## src/rtl/evs_pkg.sv

```systemverilog
package evs_pkg;
  localparam int CYCLES_PER_SEC = 8000;

  typedef enum logic {
    XM_FREE  = 1'b0,
    XM_BLOCK = 1'b1
  } xmit_mode_e;
endpackage

```

## src/rtl/evs_rate_split.sv

```systemverilog
module evs_rate_split #(
  parameter int RATE_W = 18,
  parameter int DEN    = 8000,
  parameter int IW     = 8,
  localparam int NUM_W = $clog2(DEN)
) (
  input  logic [RATE_W-1:0] rate,
  output logic [IW-1:0]     whole,
  output logic [NUM_W-1:0]  frac
);
  localparam logic [RATE_W-1:0] DEN_R = RATE_W'(DEN);

  generate
    if ((DEN & (DEN - 1)) == 0) begin : g_pow2
      // power-of-two denominator: shift and mask
      assign whole = IW'(rate >> NUM_W);
      assign frac  = NUM_W'(rate & (DEN_R - RATE_W'(1)));
    end else begin : g_div
      logic [RATE_W-1:0] quo;
      logic [RATE_W-1:0] rem;
      assign quo   = rate / DEN_R;
      assign rem   = rate % DEN_R;
      assign whole = IW'(quo);
      assign frac  = NUM_W'(rem);
    end
  endgenerate
endmodule

```

## src/rtl/evs_accum.sv

```systemverilog
module evs_accum #(
  parameter int DEN    = 8000,
  parameter int IW     = 8,
  localparam int NUM_W = $clog2(DEN)
) (
  input  logic             clk,
  input  logic             rst,
  input  logic             clr,
  input  logic             upd,
  input  logic [IW-1:0]    spc_whole,
  input  logic [NUM_W-1:0] spc_frac,
  input  logic [IW-1:0]    take,
  output logic [IW-1:0]    nxt_whole,
  output logic [NUM_W-1:0] nxt_frac
);
  localparam logic [NUM_W:0] DEN_V = (NUM_W+1)'(DEN);

  logic [IW-1:0]    rdy_whole;
  logic [NUM_W-1:0] rdy_frac;
  logic [NUM_W:0]   fsum;
  logic             wrap;

  always_comb begin
    fsum      = {1'b0, rdy_frac} + {1'b0, spc_frac};
    wrap      = (fsum >= DEN_V);
    nxt_frac  = wrap ? NUM_W'(fsum - DEN_V) : NUM_W'(fsum);
    nxt_whole = rdy_whole + spc_whole + IW'(wrap);
  end

  always_ff @(posedge clk) begin
    if (rst || clr) begin
      rdy_whole <= '0;
      rdy_frac  <= '0;
    end else if (upd) begin
      rdy_whole <= nxt_whole - take;
      rdy_frac  <= nxt_frac;
    end
  end
endmodule

```

## src/rtl/evs_pick.sv

```systemverilog
module evs_pick
  import evs_pkg::*;
#(
  parameter int IW     = 8,
  parameter int EV_W   = 8,
  parameter int SYT_W  = 7,
  parameter int CH_W   = 4,
  parameter int AV_W   = 12,
  parameter int BY_W   = 16,
  localparam int NEED_W = EV_W + CH_W,
  localparam int CMP_W  = (AV_W > NEED_W) ? AV_W : NEED_W
) (
  input  xmit_mode_e         mode,
  input  logic [SYT_W-1:0]   syt,
  input  logic [CH_W-1:0]    chans,
  input  logic [IW-1:0]      nxt_whole,
  input  logic [AV_W-1:0]    avail,
  input  logic               slot_free,
  output logic [EV_W-1:0]    cnt,
  output logic [NEED_W-1:0]  need,
  output logic [BY_W-1:0]    bytes,
  output logic               go
);
  logic [IW-1:0] syt_w;

  always_comb begin
    syt_w = IW'(syt);
    if (mode == XM_BLOCK)
      cnt = (nxt_whole >= syt_w) ? EV_W'(syt) : '0;
    else
      cnt = EV_W'(nxt_whole);
    need  = NEED_W'(cnt) * NEED_W'(chans);
    bytes = (BY_W'(need) + BY_W'(2)) << 2;
    go    = slot_free && (CMP_W'(avail) >= CMP_W'(need));
  end
endmodule

```

## src/rtl/evsched_top.sv

```systemverilog
module evsched_top
  import evs_pkg::*;
#(
  parameter int RATE_W = 18,
  parameter int DEN    = CYCLES_PER_SEC,
  parameter int IW     = 8,
  parameter int EV_W   = 8,
  parameter int SYT_W  = 7,
  parameter int CH_W   = 4,
  parameter int AV_W   = 12,
  parameter int BY_W   = 16,
  localparam int NUM_W  = $clog2(DEN),
  localparam int NEED_W = EV_W + CH_W
) (
  input  logic              clk,
  input  logic              rst,
  input  logic              cfg_load,
  input  logic [RATE_W-1:0] cfg_rate,
  input  logic              cfg_blocking,
  input  logic [SYT_W-1:0]  cfg_syt,
  input  logic [CH_W-1:0]   cfg_chans,
  input  logic              cycle_tick,
  input  logic [AV_W-1:0]   avail_samples,
  input  logic              slot_free,
  output logic              ev_valid,
  output logic [EV_W-1:0]   ev_count,
  output logic [BY_W-1:0]   ev_bytes,
  output logic [NEED_W-1:0] pop_samples
);
  xmit_mode_e       mode_q;
  logic [SYT_W-1:0] syt_q;
  logic [CH_W-1:0]  chans_q;
  logic [IW-1:0]    spc_whole_q;
  logic [NUM_W-1:0] spc_frac_q;

  logic [IW-1:0]     split_whole;
  logic [NUM_W-1:0]  split_frac;
  logic [IW-1:0]     nxt_whole;
  logic [NUM_W-1:0]  nxt_frac;
  logic [EV_W-1:0]   cnt;
  logic [NEED_W-1:0] need;
  logic [BY_W-1:0]   bytes;
  logic              go;
  logic              emit;

  evs_rate_split #(.RATE_W(RATE_W), .DEN(DEN), .IW(IW)) u_split (
    .rate  (cfg_rate),
    .whole (split_whole),
    .frac  (split_frac)
  );

  always_ff @(posedge clk) begin
    if (rst) begin
      mode_q      <= XM_FREE;
      syt_q       <= '0;
      chans_q     <= '0;
      spc_whole_q <= '0;
      spc_frac_q  <= '0;
    end else if (cfg_load) begin
      mode_q      <= cfg_blocking ? XM_BLOCK : XM_FREE;
      syt_q       <= cfg_syt;
      chans_q     <= cfg_chans;
      spc_whole_q <= split_whole;
      spc_frac_q  <= split_frac;
    end
  end

  assign emit = cycle_tick && go && !cfg_load;

  evs_accum #(.DEN(DEN), .IW(IW)) u_acc (
    .clk       (clk),
    .rst       (rst),
    .clr       (cfg_load),
    .upd       (emit),
    .spc_whole (spc_whole_q),
    .spc_frac  (spc_frac_q),
    .take      (IW'(cnt)),
    .nxt_whole (nxt_whole),
    .nxt_frac  (nxt_frac)
  );

  evs_pick #(
    .IW(IW), .EV_W(EV_W), .SYT_W(SYT_W), .CH_W(CH_W), .AV_W(AV_W), .BY_W(BY_W)
  ) u_pick (
    .mode      (mode_q),
    .syt       (syt_q),
    .chans     (chans_q),
    .nxt_whole (nxt_whole),
    .avail     (avail_samples),
    .slot_free (slot_free),
    .cnt       (cnt),
    .need      (need),
    .bytes     (bytes),
    .go        (go)
  );

  always_ff @(posedge clk) begin
    if (rst) begin
      ev_valid    <= 1'b0;
      ev_count    <= '0;
      ev_bytes    <= '0;
      pop_samples <= '0;
    end else begin
      ev_valid <= emit;
      if (emit) begin
        ev_count    <= cnt;
        ev_bytes    <= bytes;
        pop_samples <= need;
      end
    end
  end

  logic unused_frac;
  assign unused_frac = ^nxt_frac;
endmodule

```

## config.mk

```make
export PLATFORM = sky130hd
export DESIGN_NAME = evsched_top
export DESIGN_NICKNAME = d
export VERILOG_FILES = /design/src/rtl/evs_pkg.sv /design/src/rtl/evs_rate_split.sv /design/src/rtl/evs_accum.sv /design/src/rtl/evs_pick.sv /design/src/rtl/evsched_top.sv
export SDC_FILE = /design/constraint.sdc
export NUM_CORES = 1
export LEC_CHECK = 0
export BUFFER_PORTS_ARGS = -buffer_cell sky130_fd_sc_hd__buf_2
export CAP_MARGIN = 20
export CORE_UTILIZATION = 60
export CTS_BUF_LIST = sky130_fd_sc_hd__clkbuf_16
export DETAILED_ROUTE_END_ITERATION = 6
export PLACE_DENSITY_LB_ADDON = 0.3
export SYNTH_ARGS = -nofsm -noshare
export SYNTH_HDL_FRONTEND = slang
export SYNTH_HIERARCHICAL = 1
export SYNTH_SLANG_ARGS = --single-unit
export TNS_END_PERCENT = 5
```

## constraint.sdc

```tcl
create_clock -name clk -period 17.1 [get_ports clk]
set_input_delay 1.71 -clock clk [delete_from_list [all_inputs] [get_ports clk]]
set_output_delay 1.71 -clock clk [all_outputs]
set_load 0.1 [all_outputs]
```

==> key figures <==
Worst setup path
  – CP Max Fanout: 66
  – WS Path Type: flip-flop to flip-flop
  – Worst path arrival time: 12.08 ns
  – CP endpoint kind: flip-flop
  – R2r worst-path depth: 47
  – Reg2reg start: spc_frac_q[0]
  – Critical R2R Capture: u_acc/rdy_frac[6]
  – CP bufs+invs: 5
  – Max stage delay on crit path: 0.73 ns
  – CP Launch Type: flip-flop
  – Worst path slowest cell: buf_4
  – Required time worst endpoint: 17.39 ns
  – Stages on worst setup path: 47
  – Kind of cell adding the most delay to the critical path: adder cells
  – R2r setup slk: 5.31 ns

Flow run
  – # Max-Cap Violations: 0

Min path
  – Worst Hold End: ev_count[0]
  – Hold depth: 2
  – Hold crit path type: flip-flop to flip-flop
  – Hold Crit Start: ev_count[0]

Global routing
  – Initial antenna violation count: 0
  – GR Overflow Total: 0
  – Gr usage total: 26.8%
  – First-pass GRT wire length: 32,200 um
  – Vias in the first global route: 6,843
  – Largest net degree at the start of global routing: 109

STA
  – RSZ-0062 raised after global routing: no
  – Final hold violations: 0
  – Period utilisation layout: 68.9%
  – Final worst slack: 5.31 ns
  – Worst Skew: 0.0122 ns
  – Fin crit period: 11.79 ns
  – Fmax: 84.8 MHz
  – Max-slew violations: 0
  – Tightest Pin Transition: 0.950 ns
  – Max_slew headroom: 36.7%
  – Final setup vio count: 0
  – Setup TNS: 0 ns

Floorplanning
  – Initial Util: 62.0%
  – Rows: 43
  – Die H: 122 um
  – Die Wd: 122 um
  – I/O pin total: 84
  – Core Region: 0.0139 mm2
  – Die Area: 0.0149 mm2

CTS
  – Clock insertion delay at the later pin of the skew report: 0.36 ns
  – TritonCTS clock tree: done
  – Post-CTS sizing: 0
  – Worst-path clk slew: 0.07 ns
  – Max clock buf depth: 2
  – CTS Hold Buffers Added: 0
  – H-tree levels: 3
  – CTS Sinks: 91
  – Root Buffer: clkbuf_16
  – CTS buffer count: 9
  – Setup Fix Bufs, Post-CTS: 0

Detailed routing
  – Final Routed Wirelength: 19,200 um
  – WL per Instance: 15.2 um
  – DR DRC count: 0
  – Vias per cell: 5.86
  – Drt pass-1 iters: 5
  – DR vias: 7,363
  – Iteration-0 DRC Markers: 456
  – DRT antenna net count: 0

Pwr
  – Worst vdd ir: 0.0000541 V
  – LEAKAGE: 3.97 nW
  – Pwr/cell area: 71.1 mW/mm2

Final layout
  – Filler instances: 1,184
  – Fraction of layout cells with a size suffix above 1: 14.0%
  – P&R area growth vs syn: 7.07%
  – N_diodes: 0
  – Final net count: 1,198

Synth
  – Syn_area_per_cell: 8.35 um2
  – Syn Inst Count: 1,034
  – Cell Area, Synth: 0.00864 mm2
  – Yosys warns: 6

Placed design
  – Setup WS pre-CTS: 5.53 ns
  – Input/output buffers: 83
  – HPWL after detailed placement: 14,300 um
  – Final Wtd Congestion: 0.946

Run status
  – Status: finished, final reports clean
## worst register-to-register path: cells and delay by family (launching register included)
kind | cells | cell delay [ns]
AOI/OAI and AO/OA | 15 | 2.80
adders and majority gates | 10 | 3.64
and+or+nand+nor | 14 | 3.06
xor gates and xnor gates | 3 | 0.87
buffers and inverters | 5 | 1.04
DFF | 1 | 0.31
## layout by cell type, fill, tap and decap left out, types with 6 or more instances in the layout
cell / n
o21a_1: 11
xnor2_1: 31
ha_1: 63
dfxtp_1: 91
a31oi_1: 14
fa_1: 16
clkbuf_16: 9
o21ai_1: 9
buf_2: 83
inv_1: 78
mux2i_1: 82
nand2b_1: 89
nand2_1: 42
o21ai_0: 26
nand4_1: 8
and2_1: 10
a21o_1: 16
nor2b_1: 30
nor2_1: 93
nor3_1: 18
xor2_1: 12
nand3_1: 16
a21oi_1: 46
o211ai_1: 8
o22ai_1: 9
or4_1: 6
a211oi_1: 16
## report_power, final
part	internal (mW)	switching (mW)	total [mW]
Sequential	0.221	0.00778	0.229
Combinational	0.0901	0.139	0.230
Clock	0.102	0.0970	0.199
## state kept, by name, indices dropped and copies added, names as in the netlist
register and count:
pop_samples 12, u_acc/rdy_whole 8, ev_count 8, ev_bytes 16
spc_whole_q 8, spc_frac_q 13, u_acc/rdy_frac 13, syt_q 7
ev_valid 1, mode_q 1, chans_q 4
## worst max path at each step
stage	start	to	slack [ns]
global placement	spc_frac_q[0]	u_acc/rdy_frac[6]	6.01
global route	spc_frac_q[0]	u_acc/rdy_frac[6]	4.34
CTS	spc_frac_q[0]	u_acc/rdy_frac[6]	5.45
finish	spc_frac_q[0]	u_acc/rdy_frac[6]	5.31
floorplan	spc_frac_q[0]	u_acc/rdy_frac[0]	6.70
detailed placement	spc_frac_q[0]	u_acc/rdy_frac[6]	5.53
## stage by stage
| stage | area, um2 | power [mW] | hold WS [ns] | utilization (%) | cells |
|---|---|---|---|---|---|
| floorplan | 8650 | 0.421 | 0.456 | - | 1037 |
| global placement | 8960 | 0.456 | 0.458 | 64.3 | 1241 |
| detailed placement | 8960 | 0.459 | 0.462 | 64.3 | 1241 |
| CTS | 9250 | 0.659 | 0.474 | 66.4 | 1257 |
| global route | 9250 | 0.697 | 0.489 | 66.4 | 1257 |
| finish | 9250 | 0.658 | 0.469 | 66.4 | 1257 |
## area by class of cell
type / count / area (um2) / area share, %
repair buffers: 86 / 438 / 4.74
well taps: 180 / 225 / 2.44
flip-flops and latches: 91 / 1820 / 19.7
clock inverters: 7 / 65.1 / 0.704
multi-input cells: 804 / 6170 / 66.7
clock buffers: 9 / 225 / 2.44
inverters: 80 / 300 / 3.25
## routing by layer
| layer | vias to the layer above | wire (um) | GRT usage [%] |
|---|---|---|---|
| met3 | 41 | 874 | 3.60 |
| met2 | 206 | 8910 | 45.0 |
| met5 | - | 0 | 0 |
| met4 | 0 | 502 | 11.0 |
| li1 | 3708 | - | - |
| met1 | 3408 | 8870 | 34.4 |
Note: power is estimated with default switching activity, not from simulation.
